===== src/rtl/pla_pkg.sv =====
package pla_pkg;

  typedef enum logic [1:0] {
    FN_AND  = 2'd0,
    FN_OR   = 2'd1,
    FN_NAND = 2'd2,
    FN_NOR  = 2'd3
  } pla_fn_e;

  typedef enum logic {
    FMT_MASK    = 1'b0,
    FMT_LITERAL = 1'b1
  } pla_fmt_e;

  // position code bits within a two-bit literal slot
  localparam int unsigned POS_W     = 2;
  localparam int unsigned POS_POL   = 0;  // polarity / include bit
  localparam int unsigned POS_DCARE = 1;  // don't-care bit (literal format)

endpackage


===== src/rtl/pla_pers_mem.sv =====
module pla_pers_mem
  import pla_pkg::*;
#(
  parameter int unsigned N_IN  = 7,
  parameter int unsigned M_OUT = 4,
  localparam int unsigned ROW_W = N_IN * POS_W,
  localparam int unsigned RW    = (M_OUT > 1) ? $clog2(M_OUT) : 1
) (
  input  logic                             clk,
  input  logic                             rst_n,
  input  logic                             wr_en,
  input  logic [RW-1:0]                    wr_row,
  input  logic [ROW_W-1:0]                 wr_data,
  output logic [M_OUT-1:0][ROW_W-1:0]      rows_o
);

  logic [M_OUT-1:0][ROW_W-1:0] rows_d;
  logic [M_OUT-1:0][ROW_W-1:0] rows_q;
  logic [M_OUT-1:0]            row_sel;

  // row decode, one select per stored row
  for (genvar r = 0; r < M_OUT; r++) begin : g_sel
    assign row_sel[r] = wr_en && (wr_row == RW'(r));
  end

  always_comb begin
    rows_d = rows_q;
    for (int r = 0; r < M_OUT; r++) begin
      if (row_sel[r]) rows_d[r] = wr_data;
    end
  end

  always_ff @(posedge clk or negedge rst_n) begin
    if (!rst_n) begin
      rows_q <= '0;
    end else if (wr_en) begin
      rows_q <= rows_d;
    end
  end

  assign rows_o = rows_q;

  for (genvar r = 0; r < M_OUT; r++) begin : g_chk
    p_row_write_r1: assert property (@(posedge clk) disable iff (!rst_n)
      (wr_en && wr_row == RW'(r)) |=> (rows_q[r] == $past(wr_data)));
    p_row_hold_r1: assert property (@(posedge clk) disable iff (!rst_n)
      !(wr_en && wr_row == RW'(r)) |=> $stable(rows_q[r]));
  end

endmodule


===== src/rtl/pla_row_eval.sv =====
module pla_row_eval
  import pla_pkg::*;
#(
  parameter int unsigned N_IN = 7,
  localparam int unsigned ROW_W = N_IN * POS_W
) (
  input  logic [ROW_W-1:0] row_bits,
  input  logic [N_IN-1:0]  in_terms,
  input  pla_fmt_e         fmt,
  input  pla_fn_e          fn,
  output logic             term_o
);

  logic [N_IN-1:0] use_pos;   // position contributes to the term
  logic [N_IN-1:0] lit_val;   // literal value seen by the combiner
  logic            and_acc;
  logic            or_acc;

  // per-position decode: bit p of in_terms pairs with row slot p
  for (genvar p = 0; p < N_IN; p++) begin : g_pos
    logic [POS_W-1:0] code;
    assign code = row_bits[POS_W*p +: POS_W];

    always_comb begin
      if (fmt == FMT_MASK) begin
        use_pos[p] = code[POS_POL];
        lit_val[p] = in_terms[p];
      end else begin
        use_pos[p] = ~code[POS_DCARE];
        lit_val[p] = code[POS_POL] ? in_terms[p] : ~in_terms[p];
      end
    end
  end

  // excluded positions are forced to the combiner identity
  always_comb begin
    and_acc = &(lit_val | ~use_pos);
    or_acc  = |(lit_val & use_pos);
    unique case (fn)
      FN_AND:  term_o = and_acc;
      FN_OR:   term_o = or_acc;
      FN_NAND: term_o = ~and_acc;
      FN_NOR:  term_o = ~or_acc;
      default: term_o = and_acc;
    endcase
  end

endmodule


===== src/rtl/pla_out_stage.sv =====
module pla_out_stage #(
  parameter int unsigned M_OUT     = 4,
  parameter bit          SYNC_EVAL = 1'b0
) (
  input  logic             clk,
  input  logic             rst_n,
  input  logic             eval_strb,
  input  logic [M_OUT-1:0] terms_i,
  output logic [M_OUT-1:0] terms_o
);

  if (SYNC_EVAL) begin : g_sync
    logic [M_OUT-1:0] terms_d;
    logic [M_OUT-1:0] terms_q;

    always_comb begin
      terms_d = terms_q;
      if (eval_strb) terms_d = terms_i;
    end

    always_ff @(posedge clk or negedge rst_n) begin
      if (!rst_n) begin
        terms_q <= '0;
      end else if (eval_strb) begin
        terms_q <= terms_d;
      end
    end

    assign terms_o = terms_q;

    p_eval_hold_r8: assert property (@(posedge clk) disable iff (!rst_n)
      !eval_strb |=> $stable(terms_o));
    p_eval_load_r8: assert property (@(posedge clk) disable iff (!rst_n)
      eval_strb |=> (terms_o == $past(terms_i)));
  end else begin : g_async
    logic stage_unused;
    assign stage_unused = ^{clk, rst_n, eval_strb};
    assign terms_o = terms_i;
  end

endmodule


===== src/rtl/pla_logic_plane.sv =====
module pla_logic_plane
  import pla_pkg::*;
#(
  parameter int unsigned N_IN      = 7,
  parameter int unsigned M_OUT     = 4,
  parameter bit          SYNC_EVAL = 1'b0,
  localparam int unsigned ROW_W = N_IN * POS_W,
  localparam int unsigned RW    = (M_OUT > 1) ? $clog2(M_OUT) : 1
) (
  input  logic              clk,
  input  logic              rst_n,
  input  logic [N_IN-1:0]   in_terms,
  input  logic              fmt_sel,
  input  logic [1:0]        fn_sel,
  input  logic              eval_strb,
  input  logic              wr_en,
  input  logic [RW-1:0]     wr_row,
  input  logic [ROW_W-1:0]  wr_data,
  output logic [M_OUT-1:0]  out_terms
);

  localparam logic [ROW_W-1:0] POL_MASK = {N_IN{2'b01}};

  pla_fmt_e                    fmt;
  pla_fn_e                     fn;
  logic [M_OUT-1:0][ROW_W-1:0] rows;
  logic [M_OUT-1:0]            terms_comb;

  assign fmt = pla_fmt_e'(fmt_sel);
  assign fn  = pla_fn_e'(fn_sel);

  pla_pers_mem #(
    .N_IN  (N_IN),
    .M_OUT (M_OUT)
  ) u_mem (
    .clk     (clk),
    .rst_n   (rst_n),
    .wr_en   (wr_en),
    .wr_row  (wr_row),
    .wr_data (wr_data),
    .rows_o  (rows)
  );

  // row r (address) feeds output r+1, i.e. the bit counted from the MSB
  for (genvar r = 0; r < M_OUT; r++) begin : g_row
    pla_row_eval #(
      .N_IN (N_IN)
    ) u_eval (
      .row_bits (rows[r]),
      .in_terms (in_terms),
      .fmt      (fmt),
      .fn       (fn),
      .term_o   (terms_comb[M_OUT-1-r])
    );
  end

  pla_out_stage #(
    .M_OUT     (M_OUT),
    .SYNC_EVAL (SYNC_EVAL)
  ) u_out (
    .clk       (clk),
    .rst_n     (rst_n),
    .eval_strb (eval_strb),
    .terms_i   (terms_comb),
    .terms_o   (out_terms)
  );

  // an empty mask row under AND must read as constant 1 at the port
  if (!SYNC_EVAL) begin : g_chk
    for (genvar r = 0; r < M_OUT; r++) begin : g_empty
      p_empty_and_r6: assert property (@(posedge clk) disable iff (!rst_n)
        (fmt_sel == 1'b0 && fn_sel == 2'd0 && (rows[r] & POL_MASK) == '0)
          |-> out_terms[M_OUT-1-r]);
    end
  end

endmodule


===== config.mk =====
export PLATFORM = sky130hd
export DESIGN_NAME = pla_logic_plane
export DESIGN_NICKNAME = d
export VERILOG_FILES = /design/src/rtl/pla_pkg.sv /design/src/rtl/pla_pers_mem.sv /design/src/rtl/pla_row_eval.sv /design/src/rtl/pla_out_stage.sv /design/src/rtl/pla_logic_plane.sv
export SDC_FILE = /design/constraint.sdc
export NUM_CORES = 1
export LEC_CHECK = 0
export BUFFER_PORTS_ARGS = -buffer_cell sky130_fd_sc_hd__buf_2
export CAP_MARGIN = 15
export CORE_ASPECT_RATIO = 0.6
export CORE_UTILIZATION = 53
export DETAILED_ROUTE_END_ITERATION = 10
export GPL_ROUTABILITY_DRIVEN = 0
export PLACE_DENSITY_LB_ADDON = 0.08
export SETUP_SLACK_MARGIN = 0.4
export SLEW_MARGIN = 15
export SYNTH_ARGS = -nofsm -noshare
export SYNTH_HDL_FRONTEND = slang
export SYNTH_SLANG_ARGS = --single-unit

===== constraint.sdc =====
create_clock -name clk -period 1.55 [get_ports clk]
set_input_delay 0.0775 -clock clk [delete_from_list [all_inputs] [get_ports clk]]
set_output_delay 0.0775 -clock clk [all_outputs]
set_load 0.005 [all_outputs]

==> flow_summary_export.csv, run 1 <==
group,metric,value,unit
run_status,status,"finished with violations",
run_status,violations,"setup timing",
sta,clock_skew,0,ns
sta,setup_viol,4,
cts,root_buffer,"clkbuf_8",
synth,synth_top_family_by_area,"simple AND/OR/NAND/NOR gates",
cts,cts-buffers-inserted,5,
worst_setup_path,crit_path_start_kind,"flip-flop",
power,power_density,1052,nW/µm²
cts,tritoncts,"built",
route,first_iter_violations,257,
synth,synth-seq-cells,56,
finish,area_delta_synth_final,23.27,%
global_route,grt_usage,31.74,%
floorplanning,coreArea,5754,µm²
cts,htree_levels,2,
global_route,antenna_found_initial,0,
synth,syn_area,3269,µm²
power,p_seq_share,47.7,%
route,drc,0,
synth,synth-simple-area-share,21.35,%
worst_setup_path,path_class,"reg2out",
synth,synth_area_leaders,"dfrtp_1 (43%), mux2_2 (19%), nand2_1 (5.9%)",
synth,synth.mux.area_fraction,19.29,%
sta,hold_viol_final,0,
synth,syn_area_per_cell,9.560,µm²
power,peakVddDrop,0.6292,mV
worst_setup_path,cp.arrival,1.93,ns
synth,yosys.area.top_type,"dfrtp_1",
floorplanning,die_x,103.4,µm
power,power.internal,2831,µW
sta,max_freq,0.4977,GHz
global_route,first_global_vias,3009,
finish,largest_register_ffs,56,
placement,port_buffers,32,
cts,clk_path_buf_depth,2,
finish,final_cells,500,
route,wl,9332,µm
finish,finalNetCount,450,
placement,dp_hpwl,7190,µm
sta,worst-slew-pin-transition,0.3907,ns
finish,diodes,0,
sta,rsz0062_at_grt,"yes",
cts,clk_latency,0.30,ns
route,avgViaCountPerCell,6.028,
floorplanning,row_count,21,
finish,drive_gt1_share,39.76,%
global_route,globalRouteOverflowTotal,0,
power,switchingPower,1409,µW
worst_setup_path,crit_path_max_fanout,4,
synth,synth_compound_area_share,11.75,%
finish,fillers,453,
worst_setup_path,cp_data_required_time,1.47,ns
synth,synthXorXnorAreaFrac,1.072,%
sta,final.period_utilization,129.6,%
cts,clk_pin_slew,0.09,ns
power,p_comb_share,34.7,%
floorplanning,fp.dieH,62.84,µm
hold_path,hold_class,"in2reg",
synth,ys_types,37,
sta,slew_viol_final,0,
synth,synth_adder_area_share,0,%
synth,syn_nets,372,
global_route,grt_pass1_wl,15350,µm
route,wl_per_cell,18.66,µm
synth,synth_cells,342,
floorplanning,die-area,6497,µm²
power,power_frac_clock,17.7,%
synth,synth_top_area_share,42.86,%
cts,cts_num_sinks,56,
floorplanning,initial_core_util,56.82,%
synth,ys_warn_count,0,
placement,place_inst,489,
power,p_leak,0.001770,µW
power,switching_share,33.24,%
flow_run,max_cap_viol_count,0,
worst_setup_path,critPathCaptureType,"output port",
route,drtPass1Iterations,4,
placement,dp_slack,-0.1821,ns
global_route,grt_max_degree,57,
sta,min_period,2.009,ns
route,antenna_left,0,
sta,slew_headroom,73.75,%
sta,fin_ws,-0.4594,ns
floorplanning,io_pins,34,
route,vias,3014,
synth,synth-seq-area-share,42.86,%
[power groups by stage]
stage	logic, µW	clock network [µW]	registers, µW
final	1470	750	2020
after global routing	1620	839	2060
after CTS	1450	769	2010
after detailed placement	1380	0	2040
after global placement	1340	0	2030
after floorplan	843	0	2000
[layout make-up]
cell class | count | area [µm²] | share of cell area (%)
Clock buffer | 6 | 72.57 | 1.801
Clock inverter | 1 | 5.005 | 0.1242
Multi-Input combinational cell | 262 | 1807 | 44.83
Sequential cell | 56 | 1401 | 34.77
Timing Repair Buffer | 94 | 640.6 | 15.90
Tap cell | 80 | 100.1 | 2.484
Inverter | 1 | 3.754 | 0.09314
[worst max-delay path: stages (launching register included)]
cell and delay, ns:
dfrtp_1 0.39, nor3_1 0.06, or4_1 0.49, o31ai_2 0.22
o2bb2ai_2 0.19, xnor2_1 0.15, buf_2 0.13
[metal layers]
| metal | wire (µm) | part of all wire (%) | vias up | track usage, % |
|---|---|---|---|---|
| met1 | 4153 | 45 | 1466 | 46.18 |
| met3 | 832 | 8.9 | 15 | 6.711 |
| li1 | - | - | 1424 | - |
| met2 | 4238 | 45 | 109 | 48.18 |
| met5 | 0 | 0 | - | 0 |
| met4 | 107 | 1.1 | 0 | 7.394 |
[logic make-up after synthesis]
group	count (synthesis)
AO/OA/AOI/OAI	51
AND/OR/NAND/NOR	151
XOR/XNOR	4
multiplexers	56
flip-flops	56
buffers and inverters	24
[per-stage QoR]
stage | instance area (µm²) | power, µW | hold WS, ns | utilization [%] | setup TNS (ns)
6_report | 4030 | 4240 | 0.07510 | 70.04 | -1.575
5_1_grt | 4030 | 4517 | 0.07517 | 70.04 | -2.148
4_1_cts | 4018 | 4233 | 0.07669 | 69.82 | -1.587
3_5_place_dp | 3866 | 3427 | 0.1003 | 67.19 | -0.4628
3_3_place_gp | 3866 | 3371 | 0.09327 | 67.19 | -0.3489
2_1_floorplan | 3274 | 2838 | -0.2181 | - | -0.09824
[placed cells by master, fill, tap and decap left out, types with 4 or more instances in the layout]
| master | synthesis | layout |
|---|---|---|
| dfrtp_1 | 56 | 56 |
| buf_4 | 6 | 60 |
| o22ai_1 | 8 | 7 |
| nor2_1 | 30 | 30 |
| nand4_1 | 4 | 4 |
| nor3_1 | 23 | 21 |
| and3_1 | 4 | 4 |
| nand3b_1 | 5 | 5 |
| nand3_1 | 20 | 20 |
| a31oi_1 | 8 | 8 |
| nor4_1 | 7 | 5 |
| nand2_1 | 51 | 50 |
| clkbuf_8 | 0 | 5 |
| a22oi_1 | 12 | 12 |
| mux2_2 | 56 | 56 |
| buf_2 | 5 | 32 |
| xnor2_1 | 4 | 4 |
[synthesized netlist by cell type]
cell type,n
o31ai_1,2
inv_1,1
o21ai_0,2
a311o_1,1
o2111ai_1,3
mux2_2,56
nand2b_1,1
nor3b_1,1
or3_1,1
a31oi_1,8
and3_1,4
o41ai_1,2
or4_1,2
a21boi_0,2
nor2b_1,2
nor4_1,7
buf_2,5
nor2_1,30
o32ai_1,1
dfrtp_1,56
nand2_1,51
clkbuf_2,1
nand4_1,4
clkbuf_1,10
buf_4,6
buf_1,1
o2bb2ai_1,2
a22oi_1,12
o221ai_1,3
o22ai_1,8
a21oi_1,1
nor3_1,23
nand3b_1,5
o41ai_2,1
xnor2_1,4
a32oi_1,3
nand3_1,20
[path summary, 6_finish.rpt]
path / slack [ns] / from / to / cells past startpoint
max: -0.46 / u_mem.rows_o[20] / out_terms[2] / 6
min: 0.08 / wr_data[10] / u_mem.rows_o[10] / 2
max reg2reg: 0.52 / u_mem.rows_o[18] / u_mem.rows_o[18] / 3
max in group asynchronous: 1.01 / rst_n / u_mem.rows_o[46] / 3
min in group asynchronous: 0.29 / rst_n / u_mem.rows_o[14] / 3
min reg2reg: 0.56 / u_mem.rows_o[31] / u_mem.rows_o[31] / 1
[timing repair]
action	in CTS	in global routing
endpoints found under the setup margin	4	4
hold buffers	1	0
gates resized for setup	8	3
pin swaps	4	3
buffers inserted	3	0
endpoints found under the hold margin	56	0
Power figures use the tool's default switching activity.
==> run 2: changes to the inputs <==
--- a/config.mk
+++ b/config.mk
@@ -12,7 +12,7 @@
 export DETAILED_ROUTE_END_ITERATION = 10
 export GPL_ROUTABILITY_DRIVEN = 0
 export PLACE_DENSITY_LB_ADDON = 0.08
-export SETUP_SLACK_MARGIN = 0.4
+export SETUP_SLACK_MARGIN = 0.15
 export SLEW_MARGIN = 15
 export SYNTH_ARGS = -nofsm -noshare
 export SYNTH_HDL_FRONTEND = slang
==> flow_summary_export.csv, run 2 (synthesized netlist as in run 1, its figures left out) <==
group,metric,value,unit
cts,root_buffer,"clkbuf_8",
worst_setup_path,cp.arrival,1.95,ns
finish,drive_gt1_share,40.29,%
floorplanning,io_pins,34,
worst_setup_path,slowest_stage,"or4_1",
finish,diodes,0,
global_route,grt_max_degree,57,
sta,max_freq,0.4932,GHz
placement,port_buffers,32,
finish,final_cell_mix,"mux2_2 (56), dfrtp_1 (56), nand2_1 (50)",
cts,cts-buffers-inserted,5,
placement,place_inst,482,
sta,slew_viol_final,0,
global_route,grt_usage,30.87,%
flow_run,max_cap_viol_count,0,
cts,clk_path_buf_depth,2,
sta,rsz0062_at_grt,"yes",
finish,final_cells,492,
finish,multiInputGateArea,1893,µm²
global_route,grt_pass1_wl,14920,µm
cts,clk_latency,0.31,ns
worst_setup_path,cp_data_required_time,1.47,ns
worst_setup_path,critPathCaptureType,"output port",
floorplanning,die-area,6497,µm²
cts,tritoncts,"built",
floorplanning,die_x,103.4,µm
route,antenna_left,0,
route,wl_per_cell,18.80,µm
worst_setup_path,crit_path_max_fanout,2,
power,power_density,1069,nW/µm²
sta,worst-slew-pin-transition,0.3609,ns
floorplanning,coreArea,5754,µm²
finish,postLayoutCellArea,4086,µm²
sta,worst_hold_slack,0.06457,ns
run_status,violations,"setup timing",
hold_path,hold_class,"in2reg",
global_route,antenna_found_initial,0,
finish,largest_register_ffs,56,
cts,clk_pin_slew,0.10,ns
worst_setup_path,crit_path_cell_trace,"nor3_1 > or4_1 > o41ai_2 > o2bb2ai_2 > xnor2_1 > buf_2",
cts,cts_num_sinks,56,
finish,fillers,446,
global_route,first_global_vias,2996,
route,wl,9248,µm
route,avgViaCountPerCell,6.193,
sta,clock_skew,0,ns
worst_setup_path,path_class,"reg2out",
route,first_iter_violations,173,
sta,min_period,2.028,ns
finish,ff_latch_area,1401,µm²
floorplanning,row_count,21,
finish,finalNetCount,441,
sta,hold_viol_final,0,
cts,htree_levels,2,
global_route,globalRouteOverflowTotal,0,
finish,area_delta_synth_final,24.99,%
worst_setup_path,crit_path_start_kind,"flip-flop",
floorplanning,fp.dieH,62.84,µm
power,p_total,4367,µW
sta,final.period_utilization,130.8,%
sta,setup_viol,4,
route,drc,0,
sta,fin_ws,-0.4776,ns
worst_setup_path,critPathMaxStageDelay,0.55,ns
power,p_leak,0.001769,µW
worst_setup_path,crit_buf_inv,1,
route,drtPass1Iterations,5,
placement,placed_area,3839,µm²
route,vias,3047,
sta,slew_headroom,75.63,%
worst_setup_path,crit_family,"simple AND/OR/NAND/NOR gates",
run_status,status,"finished with violations",
sta,setup_tns,-1.693,ns
placement,dp_hpwl,6983,µm
floorplanning,initial_core_util,56.82,%
power,peakVddDrop,0.6125,mV
run 2: cell count changes in the layout (fill, tap and decap cells not counted), moves of 2 or more:
cell      delta
buf_4       -11
buf_12       +2
o221ai_1     -2
o221ai_2     +2
xnor2_1      -2
xnor2_2      +2
run 2: metal layers:
metal | vias up | GRT usage, % | wire length (µm)
met5 | - | 0 | 0
met4 | 0 | 8.451 | 110
met3 | 14 | 7.047 | 597
met2 | 105 | 45.28 | 4107
met1 | 1518 | 45.60 | 4432
li1 | 1410 | - | -
run 2: worst reg2reg max path, cell delays in order (launching register included):
cell	delay, ns
dfrtp_1	0.39
buf_4	0.13
buf_4	0.13
mux2_2	0.26
run 2: metrics by stage:
step                utilization, %  worst slack [ns]
global route                 71.02           -0.6138
floorplan                        -          -0.06432
finish                       71.02           -0.4776
global placement             66.71           -0.1727
detailed placement           66.71           -0.1991
CTS                          68.99           -0.4897
run 2: path summary, 6_finish.rpt:
check,from,endpoint,slack (ns),cells after the start
min in group asynchronous,rst_n,u_mem.rows_o[16],0.29,3
setup reg to reg,u_mem.rows_o[18],u_mem.rows_o[18],0.53,3
hold reg to reg,u_mem.rows_o[16],u_mem.rows_o[16],0.56,1
hold / removal,wr_data[5],u_mem.rows_o[47],0.06,2
max in group asynchronous,rst_n,u_mem.rows_o[0],1.01,3
setup / recovery,u_mem.rows_o[40],out_terms[1],-0.48,6
run 2: report_power, final:
group	total, µW	leakage [µW]	switching (µW)	internal [µW]
clock network	823	0.0000455	458	366
registers	2040	0.000663	305	1740
logic	1500	0.00106	703	798
total	4370	0.00177	1470	2900
run 2: timing repair:
item / in CTS / in global routing
setup endpoints to repair: 4 / 4
gates cloned: 0 / 0
endpoints found under the hold margin: 56 / 0
pin swaps: 7 / 7
resized for setup: 5 / 20
setup buffers: 1 / 0
hold buffers: 1 / 0
run 2: final cells by class:
type	instances	area share, %
repair buffers	85	14.64
inverters	1	0.09186
clock buffers	8	2.205
flip-flops and latches	56	34.29
well taps	80	2.449
multi-input cells	262	46.33
==> run 3: changes to the inputs <==
--- a/config.mk
+++ b/config.mk
@@ -5,11 +5,12 @@
 export SDC_FILE = /design/constraint.sdc
 export NUM_CORES = 1
 export LEC_CHECK = 0
-export BUFFER_PORTS_ARGS = -buffer_cell sky130_fd_sc_hd__buf_2
 export CAP_MARGIN = 15
 export CORE_ASPECT_RATIO = 0.6
-export CORE_UTILIZATION = 53
+export CORE_UTILIZATION = 55
+export CTS_CLUSTER_SIZE = 12
 export DETAILED_ROUTE_END_ITERATION = 10
+export DONT_BUFFER_PORTS = 1
 export GPL_ROUTABILITY_DRIVEN = 0
 export PLACE_DENSITY_LB_ADDON = 0.08
 export SETUP_SLACK_MARGIN = 0.15
==> flow_summary_export.csv, run 3 (synthesized netlist as in run 1, its figures left out) <==
group,metric,value,unit
run_status,status,"finished with violations",
run_status,violations,"setup timing",
floorplanning,row_count,21,
sta,clock_skew,0,ns
sta,slew_headroom,75.99,%
sta,max_freq,0.5233,GHz
sta,final.period_utilization,123.3,%
floorplanning,die-area,6267,µm²
cts,cts_num_sinks,56,
cts,clk_path_buf_depth,2,
sta,hold_viol_final,0,
power,peakVddDrop,0.5812,mV
sta,rsz0062_at_grt,"yes",
worst_setup_path,crit_path_max_fanout,4,
flow_run,max_cap_viol_count,0,
route,first_iter_violations,209,
finish,final_cell_mix,"mux2_2 (56), dfrtp_1 (56), nand2_1 (50)",
cts,clk_pin_slew,0.09,ns
sta,slew_viol_final,0,
finish,finalNetCount,400,
worst_setup_path,cp.arrival,1.83,ns
floorplanning,fp.dieH,61.72,µm
finish,drive_gt1_share,29.11,%
finish,postLayoutCellArea,3832,µm²
cts,htree_levels,2,
placement,dp_hpwl,6083,µm
worst_setup_path,slowest_stage,"or4_1",
route,drtPass1Iterations,5,
sta,setup_viol,4,
power,p_leak,0.001574,µW
cts,root_buffer,"clkbuf_8",
cts,cts-buffers-inserted,5,
placement,placed_area,3438,µm²
global_route,grt_usage,29.60,%
power,power_density,1083,nW/µm²
global_route,antenna_found_initial,1,
floorplanning,initial_core_util,57.87,%
placement,port_buffers,0,
hold_path,hold_class,"in2out",
finish,diodes,0,
sta,fin_ws,-0.3610,ns
global_route,globalRouteOverflowTotal,0,
global_route,grt_pass1_wl,13380,µm
floorplanning,io_pins,34,
floorplanning,die_x,101.5,µm
worst_setup_path,cp_data_required_time,1.47,ns
worst_setup_path,crit_path_cell_trace,"nor3_1 > or4_1 > o31ai_2 > o2bb2ai_2 > xnor2_1",
finish,fillers,454,
route,wl,8752,µm
global_route,first_global_vias,2526,
route,vias,2850,
floorplanning,coreArea,5649,µm²
route,wl_per_cell,19.41,µm
route,drc,0,
worst_setup_path,critPathCaptureType,"output port",
sta,worst-slew-pin-transition,0.3568,ns
worst_setup_path,crit_family,"simple AND/OR/NAND/NOR gates",
worst_setup_path,crit_path_start_kind,"flip-flop",
sta,min_period,1.911,ns
worst_setup_path,critPathMaxStageDelay,0.49,ns
route,avgViaCountPerCell,6.319,
route,antenna_left,0,
finish,area_delta_synth_final,17.22,%
finish,largest_register_ffs,56,
cts,tritoncts,"built",
worst_setup_path,path_class,"reg2out",
worst_setup_path,crit_buf_inv,0,
global_route,grt_max_degree,57,
cts,clk_latency,0.31,ns
sta,worst_hold_slack,0.2075,ns
finish,final_util,67.84,%
==> run 3: changes by cell type in the layout (fill, tap and decap cells not counted), moves of 2 or more <==
cell	change
buf_12	-3
buf_2	-32
buf_4	-21
dlygate4sd3_1	+14
nor4_2	+2
==> run 3: path summary, 6_finish.rpt <==
kind                            cells after the start              from  slack, ns                to
worst min-delay path                                1         fn_sel[1]       0.21      out_terms[0]
max in group asynchronous                           2             rst_n       1.03   u_mem.rows_o[3]
worst max-delay path                                5  u_mem.rows_o[20]      -0.36      out_terms[2]
worst max register to register                      2  u_mem.rows_o[13]       0.62  u_mem.rows_o[13]
min in group asynchronous                           2             rst_n       0.27  u_mem.rows_o[38]
worst min register to register                      1  u_mem.rows_o[18]       0.55  u_mem.rows_o[18]
==> run 3: metrics by stage <==
stage                     cells  worst slack, ns  setup TNS (ns)  power, µW
after detailed placement    423         -0.04514        -0.09538       3124
final                       451          -0.3610          -1.325       4152
after global routing        451          -0.4591          -1.674       4406
after floorplan             342         -0.06432        -0.09824       2838
after CTS                   446          -0.3730          -1.305       4023
after global placement      423         -0.03209        -0.06609       3092
==> run 3: cell type report <==
class / instances / area [µm²] / area share [%]
inverters: 1 / 3.754 / 0.09794
well taps: 80 / 100.1 / 2.612
clock buffers: 8 / 90.09 / 2.351
flip-flops and latches: 56 / 1401 / 36.57
multi-input cells: 262 / 1849 / 48.25
repair buffers: 44 / 387.9 / 10.12
==> run 3: worst register-to-register path: cells and delay by family, from the launching register on <==
| family | cells | cell delay (ns) |
|---|---|---|
| flip-flops | 1 | 0.42 |
| buffers and inverters | 1 | 0.15 |
| multiplexers | 1 | 0.25 |
==> run 3: layer usage <==
metal	GRT usage, %	wire length (µm)
met1	43.63	4144
met2	43.92	3761
met3	7.494	745
met4	7.453	83
met5	0	16
==> run 3: report_power, final <==
| group | total, µW | internal [µW] | leakage [µW] | switching [µW] |
|---|---|---|---|---|
| clock | 826 | 366 | 0.0000455 | 460 |
| sequential | 2010 | 1740 | 0.000663 | 275 |
| combinational | 1310 | 725 | 0.000866 | 589 |
==> run 3: repair_timing <==
item	in CTS	in global routing
pin swaps	5	9
cloned	0	0
endpoints found under the setup margin	4	4
hold buffers	14	2
gates resized for setup	5	12
hold endpoints to repair	112	56
buffers inserted	1	3
